==> src/rtl/sft_pkg.sv <==
`timescale 1ns/1ps
package sft_pkg;
  // parity code: bit1 enables, bit0 selects odd
  localparam logic [1:0] PAR_EVEN = 2'b10;
  localparam logic [1:0] PAR_ODD  = 2'b11;

  // number of data bits for a length code, clamped at the data width
  function automatic int data_count(input int code, input int max_bits);
    if (code > max_bits - 5) return max_bits;
    return code + 5;
  endfunction
endpackage

==> src/rtl/sft_hold.sv <==
`timescale 1ns/1ps
module sft_hold #(
  parameter int DATA_W = 9
) (
  input  logic              clk,
  input  logic              rst_n,
  input  logic              in_valid,
  output logic              in_ready,
  input  logic [DATA_W-1:0] in_data,
  input  logic              take,
  output logic              full,
  output logic [DATA_W-1:0] data_q
);
  assign in_ready = !full;

  always_ff @(posedge clk) begin
    if (!rst_n) begin
      full   <= 1'b0;
      data_q <= '0;
    end else if (in_valid && !full) begin
      full   <= 1'b1;
      data_q <= in_data;
    end else if (take) begin
      full <= 1'b0;
    end
  end

  // a waiting character is neither lost nor overwritten
  assert_hold_keeps_R7: assert property (@(posedge clk) disable iff (!rst_n)
    (full && !take) |=> (full && $stable(data_q)));
endmodule

==> src/rtl/sft_build.sv <==
`timescale 1ns/1ps
module sft_build #(
  parameter int DATA_W  = 9,
  parameter int LEN_W   = 3,
  parameter int FRAME_W = DATA_W + 4,
  parameter int CNT_W   = $clog2(FRAME_W + 1)
) (
  input  logic [DATA_W-1:0]  data,
  input  logic [LEN_W-1:0]   len_code,
  input  logic [1:0]         parity,
  input  logic               two_stop,
  output logic [FRAME_W-1:0] frame,
  output logic [CNT_W-1:0]   nbits
);
  import sft_pkg::*;

  always_comb begin
    int   n;
    int   pos;
    logic acc;
    n     = data_count(int'(len_code), DATA_W);
    frame = '1;
    frame[0] = 1'b0;
    acc   = 1'b0;
    for (int i = 0; i < DATA_W; i++) begin
      if (i < n) begin
        frame[i+1] = data[i];
        acc        = acc ^ data[i];
      end
    end
    pos = n + 1;
    for (int k = 1; k < FRAME_W; k++) begin
      if (parity[1] && k == pos) frame[k] = acc ^ parity[0];
    end
    nbits = CNT_W'(1 + n + (parity[1] ? 1 : 0) + (two_stop ? 2 : 1));
  end
endmodule

==> src/rtl/sft_engine.sv <==
`timescale 1ns/1ps
module sft_engine #(
  parameter int FRAME_W = 13,
  parameter int CNT_W   = $clog2(FRAME_W + 1)
) (
  input  logic               clk,
  input  logic               rst_n,
  input  logic               baud_tick,
  input  logic               pending,
  input  logic [FRAME_W-1:0] frame,
  input  logic [CNT_W-1:0]   nbits,
  input  logic               cfg_sync,
  input  logic               cfg_pol,
  output logic               take,
  output logic               active,
  output logic               frm_sync,
  output logic               frm_pol,
  output logic               tx,
  output logic               sclk
);
  logic [FRAME_W-1:0] shreg;
  logic [CNT_W-1:0]   left;
  logic               half;
  logic               boundary;
  logic               last;

  assign boundary = baud_tick && !half;
  assign last     = active && (left == CNT_W'(1));
  assign take     = boundary && pending && (!active || last);

  always_ff @(posedge clk) begin
    if (!rst_n) begin
      active   <= 1'b0;
      half     <= 1'b0;
      shreg    <= '1;
      left     <= '0;
      frm_sync <= 1'b0;
      frm_pol  <= 1'b0;
    end else if (baud_tick) begin
      if (half) begin
        half <= 1'b0;
      end else if (take) begin
        shreg    <= frame;
        left     <= nbits;
        active   <= 1'b1;
        frm_sync <= cfg_sync;
        frm_pol  <= cfg_pol;
        half     <= cfg_sync;
      end else if (active) begin
        if (last) begin
          active <= 1'b0;
          left   <= '0;
        end else begin
          shreg <= {1'b1, shreg[FRAME_W-1:1]};
          left  <= left - CNT_W'(1);
          half  <= frm_sync;
        end
      end
    end
  end

  assign tx   = active ? shreg[0] : 1'b1;
  assign sclk = active ? (frm_pol ^ half) : cfg_pol;

  // every frame opens with a low start bit
  assert_start_low_R2: assert property (@(posedge clk) disable iff (!rst_n)
    $rose(active) |-> (tx == 1'b0));
  // half-bit phase exists only in synchronous frames
  assert_half_sync_R11: assert property (@(posedge clk) disable iff (!rst_n)
    half |-> (active && frm_sync));
endmodule

==> src/rtl/serial_frame_tx.sv <==
`timescale 1ns/1ps
module serial_frame_tx #(
  parameter int DATA_W = 9,
  parameter int LEN_W  = 3
) (
  input  logic              clk,
  input  logic              rst_n,
  input  logic              baud_tick,
  input  logic              in_valid,
  output logic              in_ready,
  input  logic [DATA_W-1:0] in_data,
  input  logic [LEN_W-1:0]  cfg_len,
  input  logic [1:0]        cfg_parity,
  input  logic              cfg_two_stop,
  input  logic              cfg_sync,
  input  logic              cfg_pol,
  output logic              tx,
  output logic              sclk,
  output logic              busy
);
  localparam int FRAME_W = DATA_W + 4;
  localparam int CNT_W   = $clog2(FRAME_W + 1);

  logic               full;
  logic               take;
  logic               active;
  logic               frm_sync;
  logic               frm_pol;
  logic [DATA_W-1:0]  hold_data;
  logic [FRAME_W-1:0] frame;
  logic [CNT_W-1:0]   nbits;

  sft_hold #(.DATA_W(DATA_W)) u_hold (
    .clk(clk), .rst_n(rst_n), .in_valid(in_valid), .in_ready(in_ready),
    .in_data(in_data), .take(take), .full(full), .data_q(hold_data)
  );

  sft_build #(.DATA_W(DATA_W), .LEN_W(LEN_W), .FRAME_W(FRAME_W), .CNT_W(CNT_W)) u_build (
    .data(hold_data), .len_code(cfg_len), .parity(cfg_parity),
    .two_stop(cfg_two_stop), .frame(frame), .nbits(nbits)
  );

  sft_engine #(.FRAME_W(FRAME_W), .CNT_W(CNT_W)) u_engine (
    .clk(clk), .rst_n(rst_n), .baud_tick(baud_tick), .pending(full),
    .frame(frame), .nbits(nbits), .cfg_sync(cfg_sync), .cfg_pol(cfg_pol),
    .take(take), .active(active), .frm_sync(frm_sync), .frm_pol(frm_pol),
    .tx(tx), .sclk(sclk)
  );

  assign busy = full || active;

  assert_idle_line_R1: assert property (@(posedge clk) disable iff (!rst_n)
    !busy |-> (tx && in_ready));
  assert_tick_paced_R10: assert property (@(posedge clk) disable iff (!rst_n)
    !baud_tick |=> $stable(tx));
  assert_change_edge_R11: assert property (@(posedge clk) disable iff (!rst_n)
    (active && frm_sync && !$stable(tx)) |-> (sclk != frm_pol));
  assert_busy_ends_R8: assert property (@(posedge clk) disable iff (!rst_n)
    $fell(busy) |-> ($past(baud_tick) && tx));
endmodule

==> config.mk <==
export PLATFORM = sky130hd
export DESIGN_NAME = serial_frame_tx
export DESIGN_NICKNAME = d
export VERILOG_FILES = /design/src/rtl/sft_pkg.sv /design/src/rtl/sft_hold.sv /design/src/rtl/sft_build.sv /design/src/rtl/sft_engine.sv /design/src/rtl/serial_frame_tx.sv
export SDC_FILE = /design/constraint.sdc
export NUM_CORES = 1
export LEC_CHECK = 0
export ABC_AREA = 1
export ABC_CLOCK_PERIOD_IN_PS = 3000
export BUFFER_PORTS_ARGS = -buffer_cell sky130_fd_sc_hd__buf_2
export CORE_MARGIN = 2
export CORE_UTILIZATION = 45
export CTS_BUF_LIST = sky130_fd_sc_hd__clkbuf_4
export DETAILED_ROUTE_END_ITERATION = 16
export SYNTH_ARGS = -nofsm -noshare
export SYNTH_HDL_FRONTEND = slang
export SYNTH_SLANG_ARGS = --single-unit
export TNS_END_PERCENT = 20
==> constraint.sdc <==
create_clock -name clk -period 3 [get_ports clk]
set_input_delay 0.6 -clock clk [delete_from_list [all_inputs] [get_ports clk]]
set_output_delay 0.6 -clock clk [all_outputs]
set_load 0.05 [all_outputs]
Word-level counts from Yosys, hierarchy flattened
Index checks and enable logic that the tools add are counted.
- bits in registers: 31
- output and inout bits: 4
- word-level logic and storage cells: 128
- add/sub/neg operators: 5
- order comparisons: 10
- equal/unequal tests: 14
- mux-type cells: 52
- bitwise operators: 11
- reductions and logical operators: 28
- operator list (cell ; number):
    equality test 5 x 32 -> 1 bit (first input constant) ; 5
    equality test 4 x 32 -> 1 bit (first input constant) ; 4
    less-than comparator 4 x 32 -> 1 bit (first input constant) ; 4
    equality test 3 x 32 -> 1 bit (first input constant) ; 2
    less-than comparator 3 x 32 -> 1 bit (first input constant) ; 2
    2-to-1 mux 1 bit ; 43
    2-to-1 mux 13 bit ; 3
    adder 32 x 2 -> 32 bit (second input constant) ; 1
    equality test 2 x 32 -> 1 bit (first input constant) ; 1
    less-than comparator 1 x 32 -> 1 bit (first input constant) ; 1
    less-than comparator 2 x 32 -> 1 bit (first input constant) ; 1
    less-than comparator 5 x 32 -> 1 bit (first input constant) ; 1
    2-to-1 mux 32 bit ; 1
    logical AND 1 bit ; 17
    2-to-1 mux 4 bit ; 4
    XOR 1 bit ; 10
    adder 4 bit ; 2
    AND reduction 3 bit ; 2
    adder 3 x 3 -> 4 bit (second input constant) ; 1
    equality test 4 x 1 -> 1 bit (second input constant) ; 1
    AND reduction 4 bit ; 1
    nonzero test 2 bit ; 2
    subtractor 4 x 1 -> 4 bit (second input constant) ; 1
    greater-than comparator 3 bit (second input constant) ; 1
    6 further kinds ; 9

Logic depth before layout (Yosys ltp)
- depth after elaboration: 24
- depth in mapped cells: 24
- depth with buffers taken out: 23

By module
From an unflattened synthesis, not the netlist that was laid out.
- cells, all modules: 401
- area, all modules: 2631.3 µm²
- by module, submodules not included (module ; times used ; cells each ; area each (µm²)):
    sft_engine ; 1 ; 160 ; 1204.9
    sft_build ; 1 ; 173 ; 969.7
    sft_hold ; 1 ; 65 ; 445.4
    serial_frame_tx ; 1 ; 3 ; 11.3

Worst setup path before layout
Ideal clock, no wire load.
- kind: input -> register
- start: input port cfg_len[0]
- end: register u_engine.shreg[1]
- library setup time: 112 ps
- data arrival time: 2517 ps
- required time: 2888 ps
- slack: 370 ps
- stages: 23
- buffers on the path: 1
- cells stage by stage: inv_1 > ha_1 > nor2_2 > nor2_1 > inv_1 > ha_1 > inv_1 > nand4_1 > nand2_1 > nand2_1 > nand2_1 > nand3_1 > nand2_1 > inv_1 > nand2_1 > nand2_1 > nand2_1 > buf_4 > nand3_1 > nand2_1 > nand2_1 > nand2_1 > nand2_1
- cells in the longest elaborated chain, start to end: 24
- ends and longest elaborated chain (item ; line ; text):
    start: declaration ; serial_frame_tx.sv:12 ; input logic [LEN_W-1:0] cfg_len,
    greater-than comparator 3 bit ; sft_pkg.sv:9 ; if (code > max_bits - 5) return max_bits;
    2-to-1 mux 4 bit or 2-to-1 mux 1 bit (tied branches) ; sft_pkg.sv:9 ;
    2-to-1 mux 32 bit (*) ; sft_pkg.sv:10 ; return code + 5;
    less-than comparator 1 x 32 -> 1 bit ; sft_build.sv:26 ; if (i < n) begin
    2-to-1 mux 1 bit ; sft_build.sv:26 ;
    XOR 1 bit ; sft_build.sv:28 ; acc = acc ^ data[i];
    2-to-1 mux 1 bit ; sft_build.sv:26 ;
    XOR 1 bit ; sft_build.sv:28 ;
    [... 8 more ...] ; - ;
    2-to-1 mux 1 bit ; sft_build.sv:26 ;
    XOR 1 bit ; sft_build.sv:28 ;
    2-to-1 mux 1 bit ; sft_build.sv:26 ;
    XOR 1 bit ; sft_build.sv:28 ;
    2-to-1 mux 1 bit ; sft_build.sv:26 ;
    XOR 1 bit ; sft_build.sv:33 ; if (parity[1] && k == pos) frame[k] = acc ^ parity[0];
    2-to-1 mux 1 bit (*) ; sft_build.sv:33 ;
    2-to-1 mux 13 bit (*) ; sft_engine.sv:42 ; end else if (take) begin
    end signal: assignment ; sft_engine.sv:43 ; shreg <= frame;
    end signal: assignment ; sft_engine.sv:54 ; shreg <= {1'b1, shreg[FRAME_W-1:1]};
    end: declaration ; sft_engine.sv:21 ; logic [FRAME_W-1:0] shreg;
Mark *: on every way between the ends. The rest lies on a longest branch, timed or not.
A chain may end at the register's enable or synchronous reset.

Worst setup path after layout
Same ends and word-level chain as after synthesis.

==> flow_summary.ini <==
[logic_synthesis]
ys.warnings.count = 0
synth_nets = 410
syn_area_mm2 = 0.00222
synth.largest_area_cell = dfxtp_1
synth_area_per_cell_um2 = 5.88
syn_inst = 377
synth_top_area_share_pct = 28.0
yosysSeqAreaShare_pct = 28.0
synthTopCellsByArea = dfxtp_1 (28%), nand2_1 (22%), inv_1 (10%)
ys_ff_latch = 31
yosys.cell_types.count = 31

[route]
dr.pass1.iters = 4
wl_per_cell_um = 11.2
viasPerCell = 4.76
drt-initial-drc-count = 98
ant_nets = 0
vias = 2262
drt-total-wl_um = 5330
route.detailed.drc = 0

[timing]
finalCritPeriodShare_pct = 89.6
rsz0062_at_grt = no
timing.fmax_ghz = 0.372
setup_tns_ps = 0
maxSlewViolCount = 0
fin_skew_ps = 8.99
hold_viol_final = 0
worst_slew_pin_slew_ps = 525
min_period_ps = 2690
maxSlewHeadroom_pct = 65.0
setup_viol = 0

[floorplan]
design.core.area_mm2 = 0.00472
die_h_um = 74.2
dieWidth_um = 74.2
io_pins = 25
row_count = 25
start_util_pct = 47.0
die-area_mm2 = 0.00551

[cells_and_area]
diodes = 0
layout-area-overhead-vs-synth_pct = 13.3
fin_util_pct = 53.2
n_fill_cell = 492
drive_gt1_share_pct = 11.8
nets = 440

[cts]
cts-buffers-inserted = 5
cts-hold-fix-buffers = 0
cts_buffer_depth = 2
tritoncts = yes
clock_sinks = 31
cts_max_level = 2
postCtsSetupRepairBufs = 0
cts-resized-gates = 0
cts_root_buf = clkbuf_4
clkSlewWorstSetupHoldPaths_ps = 100
clk_latency_ps = 340

[grt]
grt-ovfl-total = 0
antenna_found_initial = 0
grt_max_degree = 30
grt_pass1_wl_um = 9060
grt_usage_pct = 21.4
grt_pass1_vias = 2056

[setup_path]
required_ps = 3240
cp_num_buf_inv = 6
cp.arrival_ps = 2930
path_cells = buf_2, inv_1, ha_1, nor2_2, nor2_1, inv_1, ha_1, inv_1, nand4_1, nand3_1, nand2_1, inv_1, nand2_1, nand2_1, inv_1, nand2_1, nand2_1, nand2_1, nand3_1, nand2_1, nand2_1, nand2_1, nand2_1
crit_slowest_cell = nand2_1
path_max_fanout = 12
cpMostUsedCell = nand2_1
worst-setup-path-type = primary input to register
cp_top_family = simple AND/OR/NAND/NOR gates
worst_setup_path_end_kind = register
start_kind = primary input
crit_path_max_incr_delay_ps = 260

[job]
cap_viol_max_count = 0

[power_and_ir_drop]
power_switching_w = 0.000402
pwr-share-comb_pct = 33.2
worst_ir_drop_vdd_uv = 346
sw_frac_of_total_pct = 36.7
p_clk_share_pct = 23.6
p_int_w = 0.000693
power_frac_seq_pct = 43.2
powerDensity_mw_per_mm2 = 436
p_leak_nw = 1.41

[worst_hold_path]
hold_path_class = primary input to register

[placement]
dpl.hpwl_um = 4040
place_congestion = 0.926
numPortBuffers = 24

[status]
status = complete, no violations
-- cell families after synthesis --
family          after synthesis  share of synthesized area (%)
compound gates               41                           10.5
xor+xnor                      3                           1.18
fa+ha+maj                    12                           7.45
buf+inv                      73                           12.8
flops                        31                           28.0
simple gates                217                           40.0
-- state kept, by name (all words and copies together), names as in the netlist --
name and cells:
u_engine.active 1, u_hold.data_q 9, u_engine.frm_sync 1, u_engine.frm_pol 1
u_engine.left 4, u_engine.half 1, u_engine.shreg 13, u_hold.full 1
-- cell usage in the layout (no fill, tap or decap), types with 2 or more instances in the layout --
cell,count
o221ai_1,2
nand4_1,3
nand2_1,132
clkbuf_4,7
a31oi_1,2
nand3_1,29
nor2_2,3
o21ai_0,18
nor3b_1,3
inv_2,2
o211ai_1,2
a21oi_1,10
buf_2,24
buf_4,8
dfxtp_1,31
inv_1,60
xnor2_1,2
nor3_1,4
fa_1,2
o21ai_1,2
ha_1,10
nor2_1,41
-- cell usage after synthesis --
cell	count
a21oi_1	10
inv_1	60
a221oi_1	1
clkbuf_1	6
o21a_1	1
o221ai_1	2
fa_1	2
o31ai_1	1
dfxtp_1	31
buf_4	2
inv_2	2
or2_2	1
nand3_1	29
buf_2	2
a21oi_2	1
nor2_2	3
nor3_1	4
nor3b_1	3
clkinv_1	1
xnor2_1	2
a31oi_1	2
o21ai_0	18
xor2_1	1
o21ai_1	2
nor2_1	41
o211ai_1	2
nand4_1	3
nand3b_1	1
o22ai_1	1
ha_1	10
nand2_1	132
-- per-stage QoR --
step	instances	setup slack (ps)	instance area [um2]	total power (W)	hold slack, ps
2_1_floorplan	377	370	2220	0.000748	438
3_5_place_dp	467	-13.1	2450	0.000844	465
3_3_place_gp	467	48.1	2450	0.000845	459
5_1_grt	475	12.8	2510	0.00119	487
4_1_cts	475	323	2510	0.00110	474
6_report	475	311	2510	0.00110	473
-- tightest hold or removal path: cells and delay by family --
family / cells / cell delay, ps
buffers and inverters: 1 / 70
and+or+nand+nor: 2 / 110
-- worst paths after layout --
| path | from | to | slack [ps] | cells after the start |
|---|---|---|---|---|
| worst max-delay path | cfg_len[0] | u_engine.shreg[1] | 310 | 23 |
| worst min-delay path | in_data[7] | u_hold.data_q[7] | 470 | 3 |
| worst max register to register | u_engine.left[1] | u_engine.shreg[1] | 860 | 13 |
| worst min register to register | u_hold.data_q[3] | u_hold.data_q[3] | 480 | 2 |
-- layout make-up --
cell class / count / area [um2] / area share [%]
well taps: 67 / 83.8 / 3.34
multi-input cells: 273 / 1310 / 52.3
repair buffers: 33 / 200 / 7.97
clock buffers: 7 / 52.6 / 2.09
flip-flops and latches: 31 / 621 / 24.7
clock inverters: 1 / 5.00 / 0.199
inverters: 63 / 236 / 9.41
-- per-layer routing --
metal / part of all wire (%) / wire length, um / vias up / GRT usage, %
li1: - / - / 1230 / -
met1: 52 / 2760 / 983 / 31.0
met2: 42 / 2230 / 42 / 31.9
met3: 4.8 / 255 / 7 / 4.47
met4: 1.5 / 81 / 0 / 6.75
met5: 0 / 0 / - / 0
-- power groups by stage --
stage	combinational (W)	clock (W)	sequential [W]
2_1_floorplan	0.000273	0	0.000476
3_3_place_gp	0.000362	0	0.000482
3_5_place_dp	0.000362	0	0.000482
4_1_cts	0.000366	0.000264	0.000473
5_1_grt	0.000422	0.000286	0.000478
6_report	0.000364	0.000258	0.000473
Note: power is estimated with default switching activity, not from simulation.
